==> src/rtl/bru_pkg.sv <==
// Package: shared operation codes and classification helpers for the
// counted-loop branch unit. Assumes a 4-bit operation code.
package bru_pkg;

    typedef enum logic [3:0] {
        OP_NOP   = 4'd0,
        OP_LDCTR = 4'd1,
        OP_LDLR  = 4'd2,
        OP_CMP   = 4'd3,
        OP_JMP   = 4'd4,
        OP_JCOND = 4'd5,
        OP_LOOPNZ = 4'd6,
        OP_LOOPZ = 4'd7,
        OP_LOOPNZC = 4'd8,
        OP_RET   = 4'd9
    } bru_op_e;

    localparam int unsigned FIELD_W = 4;

    // True for any operation that resolves a branch.
    function automatic logic is_branch(input bru_op_e op);
        return (op == OP_JMP) || (op == OP_JCOND) || (op == OP_LOOPNZ) ||
               (op == OP_LOOPZ) || (op == OP_LOOPNZC) || (op == OP_RET);
    endfunction

    // True for operations that decrement the count register.
    function automatic logic uses_count(input bru_op_e op);
        return (op == OP_LOOPNZ) || (op == OP_LOOPZ) || (op == OP_LOOPNZC);
    endfunction

endpackage

==> src/rtl/bru_count_reg.sv <==
// Count register: loads a value or decrements by one, wrapping from zero to
// all ones. Assumes load and decrement are never requested together.
module bru_count_reg #(
    parameter int unsigned XLEN = 32
) (
    input  logic            clk,
    input  logic            rst_n,
    input  logic            load_en,
    input  logic [XLEN-1:0] load_val,
    input  logic            dec_en,
    output logic [XLEN-1:0] count_q,
    output logic [XLEN-1:0] count_dec
);

    // Decremented value, used both for the update and for the branch test.
    assign count_dec = count_q - XLEN'(1);

    // Count register update.
    always_ff @(posedge clk) begin
        if (!rst_n)       count_q <= '0;
        else if (load_en) count_q <= load_val;
        else if (dec_en)  count_q <= count_dec;
    end

    assert_count_dec_R3: assert property (@(posedge clk) disable iff (!rst_n)
        dec_en |=> count_q == $past(count_q) - XLEN'(1));

    assert_count_load_R2: assert property (@(posedge clk) disable iff (!rst_n)
        load_en |=> count_q == $past(load_val));

    assert_count_hold_R12: assert property (@(posedge clk) disable iff (!rst_n)
        (!load_en && !dec_en) |=> $stable(count_q));

endmodule

==> src/rtl/bru_link_reg.sv <==
// Link register: loaded from an operand or from the fall-through PC of a
// linking branch. Assumes the two write requests are mutually exclusive.
module bru_link_reg #(
    parameter int unsigned XLEN = 32
) (
    input  logic            clk,
    input  logic            rst_n,
    input  logic            load_en,
    input  logic [XLEN-1:0] load_val,
    input  logic            link_en,
    input  logic [XLEN-1:0] link_val,
    output logic [XLEN-1:0] link_q
);

    // Link register update; a linking branch wins over a plain load.
    always_ff @(posedge clk) begin
        if (!rst_n)       link_q <= '0;
        else if (link_en) link_q <= link_val;
        else if (load_en) link_q <= load_val;
    end

    assert_link_write_R8: assert property (@(posedge clk) disable iff (!rst_n)
        link_en |=> link_q == $past(link_val));

    assert_link_hold_R12: assert property (@(posedge clk) disable iff (!rst_n)
        (!link_en && !load_en) |=> $stable(link_q));

endmodule

==> src/rtl/bru_cond_bank.sv <==
// Condition field bank: NFIELD fields of {LT,GT,EQ,SO}. A compare writes one
// field; a single bit of any field can be read combinationally.
// Assumes wr_sel and rd_sel always index an existing field.
module bru_cond_bank #(
    parameter int unsigned XLEN   = 32,
    parameter int unsigned NFIELD = 8,
    localparam int unsigned SEL_W = (NFIELD > 1) ? $clog2(NFIELD) : 1,
    localparam int unsigned FW    = bru_pkg::FIELD_W
) (
    input  logic              clk,
    input  logic              rst_n,
    input  logic              wr_en,
    input  logic [SEL_W-1:0]  wr_sel,
    input  logic [XLEN-1:0]   lhs,
    input  logic [XLEN-1:0]   rhs,
    input  logic              so_in,
    input  logic [SEL_W-1:0]  rd_sel,
    input  logic [1:0]        rd_bit,
    output logic              rd_val,
    output logic [NFIELD*FW-1:0] bank_flat
);

    logic [FW-1:0] fields [NFIELD];
    logic [FW-1:0] new_field;

    // Signed three-way comparison packed as {LT,GT,EQ,SO}.
    always_comb begin
        new_field[3] = $signed(lhs) <  $signed(rhs);
        new_field[2] = $signed(lhs) >  $signed(rhs);
        new_field[1] = lhs == rhs;
        new_field[0] = so_in;
    end

    for (genvar k = 0; k < NFIELD; k++) begin : g_field
        // Field storage: written only when this field is selected.
        always_ff @(posedge clk) begin
            if (!rst_n)
                fields[k] <= '0;
            else if (wr_en && (wr_sel == SEL_W'(k)))
                fields[k] <= new_field;
        end

        assign bank_flat[k*FW +: FW] = fields[k];

        assert_other_field_stable_R6: assert property (@(posedge clk) disable iff (!rst_n)
            !(wr_en && (wr_sel == SEL_W'(k))) |=> $stable(fields[k]));
    end

    // Single-bit read port for conditional branches.
    assign rd_val = fields[rd_sel][rd_bit];

    assert_cmp_one_relation_R6: assert property (@(posedge clk) disable iff (!rst_n)
        wr_en |=> $countones(fields[$past(wr_sel)][3:1]) == 1);

endmodule

==> src/rtl/bru_decide.sv <==
// Branch decision: from the operation, the decremented count, the selected
// condition bit and the link register, forms taken, next PC and the count
// decrement request. Purely combinational; gated by issue valid in the top.
module bru_decide
    import bru_pkg::*;
#(
    parameter int unsigned XLEN = 32
) (
    input  bru_op_e         op,
    input  logic [XLEN-1:0] pc,
    input  logic [XLEN-1:0] target,
    input  logic [XLEN-1:0] count_dec,
    input  logic [XLEN-1:0] link_q,
    input  logic            cond_bit,
    input  logic            expect_val,
    output logic            taken,
    output logic            dec_req,
    output logic [XLEN-1:0] next_pc
);

    logic            count_nz;
    logic [XLEN-1:0] chosen;

    assign count_nz = |count_dec;

    // Taken decision and target selection per operation.
    always_comb begin
        taken   = 1'b0;
        dec_req = uses_count(op);
        chosen  = target;
        case (op)
            OP_JMP:     taken = 1'b1;
            OP_JCOND:   taken = (cond_bit == expect_val);
            OP_LOOPNZ:  taken = count_nz;
            OP_LOOPZ:   taken = !count_nz;
            OP_LOOPNZC: taken = count_nz && cond_bit;
            OP_RET: begin
                taken  = 1'b1;
                chosen = {link_q[XLEN-1:2], 2'b00};
            end
            default:    taken = 1'b0;
        endcase
        next_pc = taken ? chosen : pc + XLEN'(4);
    end

endmodule

==> src/rtl/loop_branch_unit.sv <==
// Top: counted-loop branch control unit. Accepts one operation per cycle,
// updates count, link and condition state, and registers the branch result
// one cycle after issue. Assumes issue_cr_sel < NFIELD.
module loop_branch_unit
    import bru_pkg::*;
#(
    parameter int unsigned XLEN   = 32,
    parameter int unsigned NFIELD = 8,
    localparam int unsigned SEL_W = (NFIELD > 1) ? $clog2(NFIELD) : 1
) (
    input  logic                   clk,
    input  logic                   rst_n,
    input  logic                   issue_valid,
    input  logic [3:0]             issue_op,
    input  logic [XLEN-1:0]        issue_pc,
    input  logic [XLEN-1:0]        issue_src_a,
    input  logic [XLEN-1:0]        issue_src_b,
    input  logic [XLEN-1:0]        issue_target,
    input  logic                   issue_link,
    input  logic [SEL_W-1:0]       issue_cr_sel,
    input  logic [1:0]             issue_cr_bit,
    input  logic                   issue_expect,
    input  logic                   issue_so,
    output logic                   res_valid,
    output logic                   res_taken,
    output logic [XLEN-1:0]        res_next_pc,
    output logic [XLEN-1:0]        ctr_value,
    output logic [XLEN-1:0]        lr_value,
    output logic [NFIELD*FIELD_W-1:0] cr_value
);

    bru_op_e         op;
    logic [XLEN-1:0] count_dec;
    logic            cond_bit;
    logic            d_taken;
    logic            d_dec;
    logic [XLEN-1:0] d_next_pc;
    logic            ld_ctr_en, ld_lr_en, link_en, cmp_en, dec_en;

    assign op        = bru_op_e'(issue_op);
    assign ld_ctr_en = issue_valid && (op == OP_LDCTR);
    assign ld_lr_en  = issue_valid && (op == OP_LDLR);
    assign cmp_en    = issue_valid && (op == OP_CMP);
    assign link_en   = issue_valid && issue_link && is_branch(op);
    assign dec_en    = issue_valid && d_dec;

    bru_count_reg #(.XLEN(XLEN)) u_count (
        .clk(clk), .rst_n(rst_n),
        .load_en(ld_ctr_en), .load_val(issue_src_a),
        .dec_en(dec_en),
        .count_q(ctr_value), .count_dec(count_dec)
    );

    bru_link_reg #(.XLEN(XLEN)) u_link (
        .clk(clk), .rst_n(rst_n),
        .load_en(ld_lr_en), .load_val(issue_src_a),
        .link_en(link_en), .link_val(issue_pc + XLEN'(4)),
        .link_q(lr_value)
    );

    bru_cond_bank #(.XLEN(XLEN), .NFIELD(NFIELD)) u_cond (
        .clk(clk), .rst_n(rst_n),
        .wr_en(cmp_en), .wr_sel(issue_cr_sel),
        .lhs(issue_src_a), .rhs(issue_src_b), .so_in(issue_so),
        .rd_sel(issue_cr_sel), .rd_bit(issue_cr_bit),
        .rd_val(cond_bit), .bank_flat(cr_value)
    );

    bru_decide #(.XLEN(XLEN)) u_decide (
        .op(op), .pc(issue_pc), .target(issue_target),
        .count_dec(count_dec), .link_q(lr_value),
        .cond_bit(cond_bit), .expect_val(issue_expect),
        .taken(d_taken), .dec_req(d_dec), .next_pc(d_next_pc)
    );

    // Result register: one-cycle pulse per issued operation.
    always_ff @(posedge clk) begin
        if (!rst_n) begin
            res_valid   <= 1'b0;
            res_taken   <= 1'b0;
            res_next_pc <= '0;
        end else begin
            res_valid <= issue_valid;
            res_taken <= issue_valid && d_taken;
            if (issue_valid) res_next_pc <= d_next_pc;
        end
    end

    assert_result_follows_issue_R10: assert property (@(posedge clk) disable iff (!rst_n)
        issue_valid |=> res_valid);

    assert_no_spurious_result_R10: assert property (@(posedge clk) disable iff (!rst_n)
        !issue_valid |=> !res_valid);

    assert_jump_taken_R11: assert property (@(posedge clk) disable iff (!rst_n)
        (issue_valid && op == OP_JMP) |=> res_taken && res_next_pc == $past(issue_target));

    assert_ret_aligned_R9: assert property (@(posedge clk) disable iff (!rst_n)
        (issue_valid && op == OP_RET) |=>
            res_taken && res_next_pc == {$past(lr_value[XLEN-1:2]), 2'b00});

    assert_link_pc4_R8: assert property (@(posedge clk) disable iff (!rst_n)
        (issue_valid && issue_link && is_branch(op)) |=> lr_value == $past(issue_pc) + XLEN'(4));

    assert_loopnz_test_R4: assert property (@(posedge clk) disable iff (!rst_n)
        (issue_valid && op == OP_LOOPNZ) |=> res_taken == (ctr_value != '0));

    assert_loopz_test_R4: assert property (@(posedge clk) disable iff (!rst_n)
        (issue_valid && op == OP_LOOPZ) |=> res_taken == (ctr_value == '0));

    assert_nonbranch_not_taken_R12: assert property (@(posedge clk) disable iff (!rst_n)
        (issue_valid && !is_branch(op)) |=> !res_taken);

endmodule

==> config.mk <==
export PLATFORM = sky130hd
export DESIGN_NAME = loop_branch_unit
export DESIGN_NICKNAME = d
export VERILOG_FILES = /design/src/rtl/bru_pkg.sv /design/src/rtl/bru_count_reg.sv /design/src/rtl/bru_link_reg.sv /design/src/rtl/bru_cond_bank.sv /design/src/rtl/bru_decide.sv /design/src/rtl/loop_branch_unit.sv
export SDC_FILE = /design/constraint.sdc
export NUM_CORES = 1
export LEC_CHECK = 0
export ABC_AREA = 1
export BUFFER_PORTS_ARGS = -buffer_cell sky130_fd_sc_hd__clkbuf_2
export CORE_AREA = 4 4 135 137
export DETAILED_ROUTE_END_ITERATION = 8
export DIE_AREA = 0 0 139 141
export PLACE_DENSITY_LB_ADDON = 0.08
export SLEW_MARGIN = 40
export SYNTH_ARGS = -nofsm -noshare
export SYNTH_HDL_FRONTEND = slang
export SYNTH_SLANG_ARGS = --single-unit
==> constraint.sdc <==
create_clock -name clk -period 3.1 [get_ports clk]
set_input_delay 0.31 -clock clk [delete_from_list [all_inputs] [get_ports clk]]
set_output_delay 0.31 -clock clk [all_outputs]
set_load 0.005 [all_outputs]
==> out/results.tsv, run 1 <==
metric	value	unit
Leakage	5.74	nW
max_slew headroom	53.3	%
Critical Path AT	3.19	ns
Hold EP	u_count.count_q[28]	
largest net degree at the start of global routing	48	
Starting Density	51.8	%
CP Class	flip-flop to flip-flop	
Maximum Capacitance Violations	0	
area leader, netlist	dfxtp_1	
1st-pass router iterations	5	
Final setup viols	0	
clock latency on the worst-skew pair	0.43	ns
DR vias	10186	
Cell Area, Synth	0.00884	sq mm
R2R depth	19	
Die Ht	141	microns
WL/cell	17.7	microns
register bit total from synthesis	130	
EDFF count, synth	32	
status	finished, final reports clean	
highest routed layer	met5	
Vias per Instance	5.55	
syn_nets	1506	
P&R area growth vs syn	26.5	%
Core ar.	0.0171	sq mm
Final period util	91.8	%
GRT Total Usage	31.8	%
most frequent cell after synthesis	nand2_1	
Async SR Flop Fraction	0	%
fmax	0.351	GHz
DRC errors left	0	
sw power	0.00177	W
Core Rows	48	
Clock Power Share	38.3	%
Synth top area share	22.2	%
RSZ-0062 raised after global routing	no	
initial antenna violation count	2	
CTS Sinks	130	
switching part of the total power	32.7	%
detailed placer's ending HPWL	24500	microns
total CTS buffers	17	
Final Hold Slack	0.191	ns
cts hold-fix bufs	0	
Reg2Reg Capture Point	res_next_pc[19]	
Total Wirelength	32400	microns
vias in the first global route	9570	
Worst Tran Pin Value	0.699	ns
r2r setup slk	0.25	ns
post-route insts no fill	1836	
R2R Path Start	u_count.count_q[0]	
cell area power density	485	mW/mm^2
TritonCTS clock tree	built	
maximum clock path buffer count	2	
Final ANT Viol Nets	0	
Mapped Cells	1328	
fillers	1603	
Worst setup EP type	flip-flop	
Hold Crit Start	issue_src_a[28]	
global-route wire length before repair	50200	microns
min Tclk post-route	2.85	ns
Cell variety after synth	45	
htree depth	4	
main area contributors after synthesis	dfxtp_1 22%, nand2_1 17%, edfxtp_1 11%	
GPL Wtd Cong	1.02	
grt total ovfl	0	
port bufs	272	
Int Power	0.00365	W
clk root buf	clkbuf_16	
Seq pwr share	35.5	%
full die area	0.0196	sq mm
Logic pwr share	26.2	%
n_diodes	0	
# nets final	1776	
proportion of layout cells with a drive suffix above 1	22.5	%
DR iter-0 viols	1034	
Setup Total Neg Slack	0	ns
WP data required	3.45	ns
Die Width	139	microns
Final Hold Viols	0	
sequential area share after synthesis	33.1	%
Cells on Worst Hold Path	3	
Slew Viols, Final	0	
IO Count	273	
Max rail drop VDD	0.000359	V
worst min path class	input port to flip-flop	
Avg Cell Area, Syn	6.66	sq um
met3 wire len	3110	microns
clock transition at the registers of the reported paths	0.06	ns
DP Cell Count	1801	
most frequent cells after synthesis	396 x nand2_1, 162 x inv_1, 138 x nor2_1, 98 x dfxtp_1, 97 x nand3_1	
Layout Utilization	65.6	%
Main synth FF type	dfxtp_1	
M1 WL	13200	microns
skew final	0.0111	ns
met2 routed WL	15000	microns
CP Max Fanout	17	
Synthesis Warnings	0	
Worst Setup Start Kind	flip-flop	
[logic make-up after synthesis]
kind of cell             count (synthesis)  share of synthesized area (%)
buffers and inverters                  217                           9.58
adder cells (fa/ha/maj)                 35                           4.95
flip-flops                             130                           33.1
AO/OA/AOI/OAI                          153                           9.96
AND/OR/NAND/NOR                        734                           36.2
multiplexers                            28                           3.17
XOR/XNOR                                31                           3.07
[final cells by class]
type	count	area [sq um]	share of cell area, %
Clock buffer	20	447	4.00
Sequential cell	130	2920	26.1
Clock inverter	12	156	1.40
Multi-Input combinational cell	983	5130	45.9
Tap cell	225	282	2.52
Inverter	165	619	5.54
Timing Repair Buffer	301	1620	14.5
[how the worst max path moves through the flow]
stage	start	end	slack, ns	cells after the start
after CTS	u_count.count_q[0]	res_next_pc[19]	0.16	18
after global placement	u_count.count_q[0]	res_next_pc[24]	0.26	13
after global routing	u_count.count_q[0]	res_next_pc[14]	0.02	17
final	u_count.count_q[0]	res_next_pc[19]	0.25	19
after detailed placement	u_count.count_q[0]	res_next_pc[14]	0.17	18
after floorplan	u_count.count_q[0]	res_next_pc[12]	0.74	18
[stage by stage]
| step | instance area [sq um] | power [W] | worst slack, ns |
|---|---|---|---|
| 2_1_floorplan | 8840 | 0.00282 | 0.743 |
| 5_1_grt | 11200 | 0.00568 | 0.0212 |
| 3_5_place_dp | 10500 | 0.00333 | 0.175 |
| 4_1_cts | 11100 | 0.00539 | 0.157 |
| 6_report | 11200 | 0.00542 | 0.255 |
| 3_3_place_gp | 10500 | 0.00332 | 0.265 |
[layer usage]
layer | up-vias | track usage [%]
met4 | 4 | 12.3
met1 | 4629 | 41.2
met5 | - | 0
met2 | 559 | 52.3
li1 | 4908 | -
met3 | 86 | 6.72
[critical path, stage by stage, from the launching register on]
cell     delay (ns)
dfxtp_1        0.33
inv_1          0.19
ha_2           0.28
nand2_4        0.11
nor2_4         0.18
nand2_1        0.08
nand2_1        0.07
nand2_1        0.07
nor2_1         0.10
nand3_1        0.07
nor2_1         0.14
nand3_1        0.10
nor2_2         0.18
nand2_1        0.13
nand2_4        0.17
nand3_4        0.10
buf_12         0.19
nand2_1        0.06
nand3_1        0.07
a21oi_1        0.14
[sequential cells by signal, summed over array words and instances (netlist names)]
register	cells
res_next_pc	32
res_taken	1
res_valid	1
u_cond.fields	32
u_count.count_q	32
u_link.link_q	32
[power by group through the flow]
stage / clock network [W] / registers (W) / logic, W
2_1_floorplan: 0 / 0.00195 / 0.000876
3_3_place_gp: 0 / 0.00196 / 0.00136
3_5_place_dp: 0 / 0.00196 / 0.00138
4_1_cts: 0.00208 / 0.00192 / 0.00138
5_1_grt: 0.00217 / 0.00193 / 0.00158
6_report: 0.00208 / 0.00192 / 0.00142
[placed cells by master (no fill, tap or decap), types with 3 or more instances in the layout]
cell type and count:
nand4_1 56, clkinvlp_4 6, xor2_1 22, nor2_1 137
a22oi_1 4, clkbuf_16 17, o21ai_0 25, inv_1 160
xnor2_1 9, o21bai_1 3, nor2_2 6, nand2_4 3
nor2_4 6, clkbuf_2 272, nand2_1 395, nand3b_1 6
nor3_1 14, inv_2 3, dfxtp_1 98, mux2i_1 28
clkinv_1 3, nand3_4 4, ha_1 34, a21oi_1 62
nor4_1 3, bufinv_16 3, edfxtp_1 32, buf_4 25
a22o_1 3, o211ai_1 3, nand3_1 97, buf_12 3
a31oi_1 40
[what timing repair did]
item	CTS	global route
endpoints found under the setup margin	0	32
resized for setup	0	6
setup buffers	0	1
No activity file was read; power rests on OpenSTA's default activity.
==> run 2, diff against run 1 <==
--- a/config.mk
+++ b/config.mk
@@ -5,11 +5,11 @@
 export SDC_FILE = /design/constraint.sdc
 export NUM_CORES = 1
 export LEC_CHECK = 0
-export ABC_AREA = 1
+export ABC_AREA = 0
 export BUFFER_PORTS_ARGS = -buffer_cell sky130_fd_sc_hd__clkbuf_2
-export CORE_AREA = 4 4 135 137
+export CORE_AREA = 4 4 133 135
 export DETAILED_ROUTE_END_ITERATION = 8
-export DIE_AREA = 0 0 139 141
+export DIE_AREA = 0 0 137 139
 export PLACE_DENSITY_LB_ADDON = 0.08
 export SLEW_MARGIN = 40
 export SYNTH_ARGS = -nofsm -noshare
==> run 2 against run 1 <==
Against the previous run:
- the run now ends with setup timing left
- fmax is 9.8% lower
- sequential power hardly changed
- register-to-register slack worse by 0.31 ns
- first-iteration DRC count is 26% lower
- count of clock-buffer cells in the layout is 3 lower
- wire length is 2.2% lower
- worst hold slack worse by 0.026 ns
- core utilization is 5.0 points higher
- cell area is 3.9% higher
- power is 0.25% higher
- die area is 2.8% lower
- critical path type unchanged
==> out/results.tsv, run 2 <==
metric	value	unit	change
fillers	1339		-16%
main area contributors after synthesis	dfxtp_1 23%, edfxtp_1 11%, mux2i_1 7.5%		
worst min path class	input port to flip-flop		
clk root buf	clkbuf_16		
initial antenna violation count	1		-1
grt total ovfl	0		unchanged
GRT Total Usage	31.6	%	-0.18 points
Async SR Flop Fraction	0	%	unchanged
RSZ-0062 raised after global routing	yes		
detailed placer's ending HPWL	23400	microns	-4.4%
Setup Total Neg Slack	-0.275	ns	-0.275 ns
WP data required	3.43	ns	-0.02 ns
P&R area growth vs syn	38.4	%	
total CTS buffers	17		unchanged
WL/cell	20.8	microns	+17%
Layout Utilization	70.5	%	+5.0 points
Avg Cell Area, Syn	8.61	sq um	+29%
Compound-Gate Fraction of Synth Area	17.8	%	+7.8 points
Worst Tran Pin Value	0.741	ns	+0.0421 ns
Core Rows	47		-2.1%
Final period util	102	%	+10 points
Mapped Cells	974		-27%
FF+latch area	0.00294	sq mm	+0.43%
global-route wire length before repair	47400	microns	-5.7%
Synth top area share	23.4	%	+1.2 points
register bit total from synthesis	130		unchanged
DR vias	9291		-8.8%
CTS Sinks	130		unchanged
Critical Path AT	3.48	ns	+0.29 ns
Die Ht	139	microns	-1.4%
Final setup viols	13		+13
post-route cell area	0.0116	sq mm	+3.9%
Vias per Instance	6.08		+9.5%
clock transition at the registers of the reported paths	0.06	ns	about the same
Main synth FF type	dfxtp_1		
skew final	0.0133	ns	+0.00228 ns
Cell Area, Synth	0.00839	sq mm	-5.1%
Post-Synth Adder-Cell Area	5.22	%	+0.27 points
total power	0.00543	W	+0.25%
IO Count	273		unchanged
Maximum Capacitance Violations	0		unchanged
most frequent cells after synthesis	98 x dfxtp_1, 95 x nor2_1, 63 x mux2i_1, 61 x clkbuf_1, 59 x nand3_1		
Worst setup EP type	flip-flop		
1st-pass router iterations	5		unchanged
Leakage	5.00	nW	-13%
multi-input logic area	0.00543	sq mm	+5.7%
Final ANT Viol Nets	0		unchanged
full die area	0.0190	sq mm	-2.8%
Slew Viols, Final	0		unchanged
sequential area share after synthesis	34.8	%	+1.8 points
commonest non-fill, non-tap cells in the layout	272 x clkbuf_2, 94 x buf_4, 93 x nor2_1		
port bufs	272		unchanged
DRC errors left	0		unchanged
Max rail drop VDD	0.000400	V	+11%
Cells on Worst Hold Path	3		unchanged
failing checks	setup timing		
TritonCTS clock tree	built		
most common cell after layout, fill and taps aside	clkbuf_2		
cell area power density	468	mW/mm^2	-3.5%
Starting Density	51.0	%	-0.87 points
Core ar.	0.0165	sq mm	-3.5%
combinational family with the most area after synthesis	simple AND/OR/NAND/NOR gates		
EDFF count, synth	32		unchanged
proportion of layout cells with a drive suffix above 1	37.9	%	+15 points
xor/xnor share of the synthesized area	3.03	%	-0.044 points
DP Cell Count	1484		-18%
r2r setup slk	-0.05	ns	-0.31 ns
post-synthesis mux area share	9.53	%	+6.4 points
Synthesis Warnings	0		unchanged
post-synthesis share of cell area spent on and, or, nand and nor gates	23.8	%	-12 points
htree depth	4		unchanged
status	complete, but fails checks		
Worst Setup Start Kind	flip-flop		
Final Hold Viols	0		unchanged
cts hold-fix bufs	0		unchanged
largest net degree at the start of global routing	50		+4.2%
clock latency on the worst-skew pair	0.43	ns	about the same
fmax	0.317	GHz	-9.8%
R2R depth	11		-8
placed instance area	0.0105	sq mm	-0.37%
area leader, netlist	dfxtp_1		
vias in the first global route	8651		-9.6%
CP Class	flip-flop to flip-flop		
syn_nets	1152		-24%
most frequent cell after synthesis	dfxtp_1		
maximum clock path buffer count	2		unchanged
min Tclk post-route	3.15	ns	+0.309 ns
Die Width	137	microns	-1.4%
GPL Wtd Cong	0.955		-5.9%
post-route insts no fill	1529		-17%
max_slew headroom	50.6	%	-2.7 points
# nets final	1473		-17%
CP Max Fanout	7		-10
Total Wirelength	31700	microns	-2.2%
DR iter-0 viols	763		-26%
Cell variety after synth	66		+47%
post-route setup slack	-0.0542	ns	-0.309 ns
## run 2: cell count changes after synthesis, sizes merged, moves of 33 or more
cell,before,now
a211oi,2,35
a31oi,40,5
inv,163,48
mux2i,28,63
nand2,400,43
nand3,100,59
nand4,56,17
nor2,150,95
## run 2: worst paths after layout
path / to / start
min reg2reg: res_next_pc[22] / res_next_pc[22]
max: res_next_pc[5] / u_count.count_q[10]
min: res_next_pc[1] / issue_pc[1]
max reg2reg: res_next_pc[5] / u_count.count_q[10]
## run 2: final cells by class
| type | instances | area share [%] |
|---|---|---|
| inverters | 48 | 1.59 |
| flip-flops and latches | 130 | 25.3 |
| clock inverters | 15 | 1.42 |
| clock buffers | 17 | 3.66 |
| well taps | 220 | 2.37 |
| multi-input cells | 723 | 46.7 |
| diodes | 1 | 0.0215 |
| repair buffers | 375 | 18.9 |
## run 2: power breakdown
group          leakage (nW)  switching, W  total (W)  internal (W)
Clock                 0.284      0.000805    0.00206       0.00126
Combinational          3.61      0.000781    0.00144      0.000660
Sequential             1.11     0.0000894    0.00193       0.00184
## run 2: logic make-up after synthesis
kind of cell / count (synthesis)
mux: 74
flops: 130
fa+ha+maj: 35
xor+xnor: 29
simple gates: 370
compound gates: 214
buf+inv: 122
## run 2: what timing repair did
action,CTS,global route
cloned,1,2
setup endpoints to repair,25,33
gates resized for setup,17,69
endpoints found under the hold margin,0,0
buffers inserted,6,3
pin swaps,14,22
## run 2: through the flow
stage	setup slack, ns	hold slack, ns
after detailed placement	-0.108	0.478
final	-0.0542	0.165
after CTS	-0.0336	0.151
after floorplan	0.000706	0.446
after global routing	-0.156	0.166
after global placement	-0.0278	0.474
## run 2: metal layers
layer	global-route usage [%]	vias to the layer above	wire (microns)
li1	-	4321	-
met4	12.5	0	1070
met5	0	-	0
met1	42.4	4353	13100
met2	50.7	537	14700
met3	5.15	80	2850
## run 2: worst max-delay path: stages, from the launching register on
cell	delay, ns
dfxtp_1	0.33
buf_4	0.14
or4_4	0.54
nor3_4	0.21
nand4_1	0.11
a221o_1	0.39
nor4b_4	0.34
or3_4	0.21
and3b_4	0.35
buf_4	0.20
nand3_1	0.09
o311ai_1	0.13
==> run 3, diff against run 2 <==
--- a/config.mk
+++ b/config.mk
@@ -11,6 +11,7 @@
 export DETAILED_ROUTE_END_ITERATION = 8
 export DIE_AREA = 0 0 137 139
 export PLACE_DENSITY_LB_ADDON = 0.08
+export REMOVE_ABC_BUFFERS = 1
 export SLEW_MARGIN = 40
 export SYNTH_ARGS = -nofsm -noshare
 export SYNTH_HDL_FRONTEND = slang
==> run 3 against run 2 <==
Against the previous run:
- power barely moved
- register-to-register slack gained 0.09 ns
- non-clock buffer count fell by 18
- the run now ends clean
- worst setup slack gained 0.086 ns
- worst hold slack worse by 0.0038 ns
- via count fell by 0.53%
- wire length decreased by 2.2%
- critical endpoint is now res_next_pc[1]
- critical path depth shrank 1
- count of clock-buffer cells in the layout up 1
- first-iteration DRC count rose by 7.3%
==> out/results.tsv, run 3 (same netlist as run 2, synthesis figures left out) <==
metric	value	unit	change
DR iter-0 viols	819		+7.3%
initial antenna violation count	1		unchanged
DR vias	9242		-0.53%
Worst Tran Pin Value	0.785	ns	+0.0441 ns
Starting Density	51.0	%	unchanged
Seq pwr share	35.6	%	about the same
proportion of layout cells with a drive suffix above 1	34.6	%	-3.3 points
Leakage	4.86	nW	-2.9%
fillers	1406		+5.0%
Setup WS pre-CTS	-0.120	ns	-0.0121 ns
status	finished, final reports clean		
Final Hold Viols	0		unchanged
port bufs	272		unchanged
sw power	0.00163	W	-2.7%
most common cell after layout, fill and taps aside	clkbuf_2		
WL/cell	20.6	microns	-0.96%
total power	0.00543	W	about the same
post-route setup slack	0.0320	ns	+0.0861 ns
vias in the first global route	8705		+0.62%
Die Ht	139	microns	unchanged
multi-input logic area	0.00518	sq mm	-4.6%
Critical Path AT	3.42	ns	-0.06 ns
GRT Total Usage	31.1	%	-0.50 points
Slew Viols, Final	0		unchanged
grt total ovfl	0		unchanged
Worst Setup Start Kind	flip-flop		
total CTS buffers	17		unchanged
maximum clock path buffer count	2		unchanged
detailed placer's ending HPWL	22900	microns	-2.4%
Max rail drop VDD	0.000389	V	-2.9%
post-route cell area	0.0113	sq mm	-2.9%
cts hold-fix bufs	0		unchanged
Die Width	137	microns	unchanged
commonest non-fill, non-tap cells in the layout	272 x clkbuf_2, 95 x dfxtp_1, 93 x nor2_1		
full die area	0.0190	sq mm	unchanged
htree depth	4		unchanged
Logic pwr share	25.1	%	-1.4 points
CP Max Fanout	5		-2
skew final	0.0101	ns	-0.00323 ns
CP max stage cell	or4_4		
DRC errors left	0		unchanged
global-route wire length before repair	47000	microns	-0.73%
IO Count	273		unchanged
clk root buf	clkbuf_16		
Worst setup EP type	flip-flop		
RSZ-0062 raised after global routing	yes		
Core ar.	0.0165	sq mm	unchanged
most used cell, CP	or4_4		
Final setup viols	0		-13
Total Wirelength	31000	microns	-2.2%
cell area power density	482	mW/mm^2	+3.0%
placed instance area	0.0103	sq mm	-1.2%
DP Cell Count	1468		-1.1%
clock latency on the worst-skew pair	0.43	ns	about the same
Final ANT Viol Nets	0		unchanged
Maximum Capacitance Violations	0		unchanged
CP top delay family	simple AND/OR/NAND/NOR gates		
# nets final	1455		-1.2%
Vias per Instance	6.12		+0.72%
FF+latch area	0.00293	sq mm	-0.30%
Int Power	0.00380	W	+1.2%
max_slew headroom	47.7	%	-2.9 points
switching part of the total power	30.0	%	-0.83 points
P&R area growth vs syn	34.4	%	
GPL Wtd Cong	0.989		+3.6%
n_diodes	0		-1
Clock Power Share	39.4	%	+1.5 points
worst path cell trace	buf_6, or4_4, or4_4, nor3_4, a211oi_2, nor4b_4, or3_4, and3b_4, or3b_1, a31oi_1		
clock transition at the registers of the reported paths	0.06	ns	about the same
fmax	0.326	GHz	+2.8%
WP data required	3.45	ns	+0.02 ns
post-route insts no fill	1510		-1.2%
TritonCTS clock tree	built		
CP peak stage delay	0.58	ns	+0.04 ns
worst min path class	input port to flip-flop		
1st-pass router iterations	7		+2
Final period util	99.0	%	-2.8 points
Core Rows	47		unchanged
Setup Total Neg Slack	0	ns	+0.275 ns
CP Class	flip-flop to flip-flop		
largest net degree at the start of global routing	65		+30%
WP buf/inv	1		-1
min Tclk post-route	3.07	ns	-0.0861 ns
CTS Sinks	130		unchanged
==> run 3: cell types whose count changed in the layout (fill, tap and decap cells not counted), sizes merged <==
cell and change:
clkinvlp -1, buf -19, diode -1, clkinv -1, clkbuf +2, bufinv +1
==> run 3: metal layers <==
metal  GRT usage (%)  routed length (microns)  vias to the layer above
li1                -                        -                     4283
met1            41.1                    12700                     4336
met2            50.0                    14500                      543
met3            6.13                     2730                       78
met4            12.0                     1050                        2
met5               0                        7                        -
==> run 3: metrics by stage <==
step                      util [%]  hold slack (ns)
after floorplan                  -            0.410
after global placement        62.8            0.473
after detailed placement      62.8            0.476
after CTS                     66.9            0.149
after global routing          68.5            0.170
final                         68.5            0.161
==> run 3: path summary, 6_finish.rpt <==
| kind | start | end | slack (ns) | cells past startpoint |
|---|---|---|---|---|
| worst max-delay path | u_count.count_q[1] | res_next_pc[1] | 0.03 | 10 |
| worst min-delay path | issue_pc[1] | res_next_pc[1] | 0.16 | 3 |
| worst max register to register | u_count.count_q[1] | res_next_pc[1] | 0.03 | 10 |
| worst min register to register | res_next_pc[2] | res_next_pc[2] | 0.49 | 2 |
==> run 3: worst reg2reg max path, stage by stage, from the launching register on <==
cell	delay, ns
dfxtp_2	0.33
buf_6	0.13
or4_4	0.58
or4_4	0.46
nor3_4	0.13
a211oi_2	0.07
nor4b_4	0.17
or3_4	0.35
and3b_4	0.25
or3b_1	0.38
a31oi_1	0.16
==> run 3: cell type report <==
| type | count | area share (%) |
|---|---|---|
| inverter | 48 | 1.60 |
| sequential | 130 | 26.0 |
| multi-input combinational | 723 | 45.9 |
| clock buffer | 18 | 3.81 |
| clock inverter | 14 | 1.65 |
| timing repair buffer | 357 | 18.6 |
| tap | 220 | 2.44 |
==> run 3: timing repair <==
| action | 4_1_cts | 5_1_grt |
|---|---|---|
| gates resized for setup | 8 | 42 |
| endpoints found under the setup margin | 32 | 33 |
| pin swaps | 7 | 4 |
| gates cloned | 0 | 3 |
| buffers inserted | 4 | 3 |
==> run 3: power groups by stage <==
stage | registers [W] | logic [W] | clock network [W]
floorplan | 0.00196 | 0.000604 | 0
global placement | 0.00196 | 0.00121 | 0
detailed placement | 0.00196 | 0.00123 | 0
CTS | 0.00193 | 0.00126 | 0.00215
global route | 0.00194 | 0.00146 | 0.00224
finish | 0.00193 | 0.00136 | 0.00214
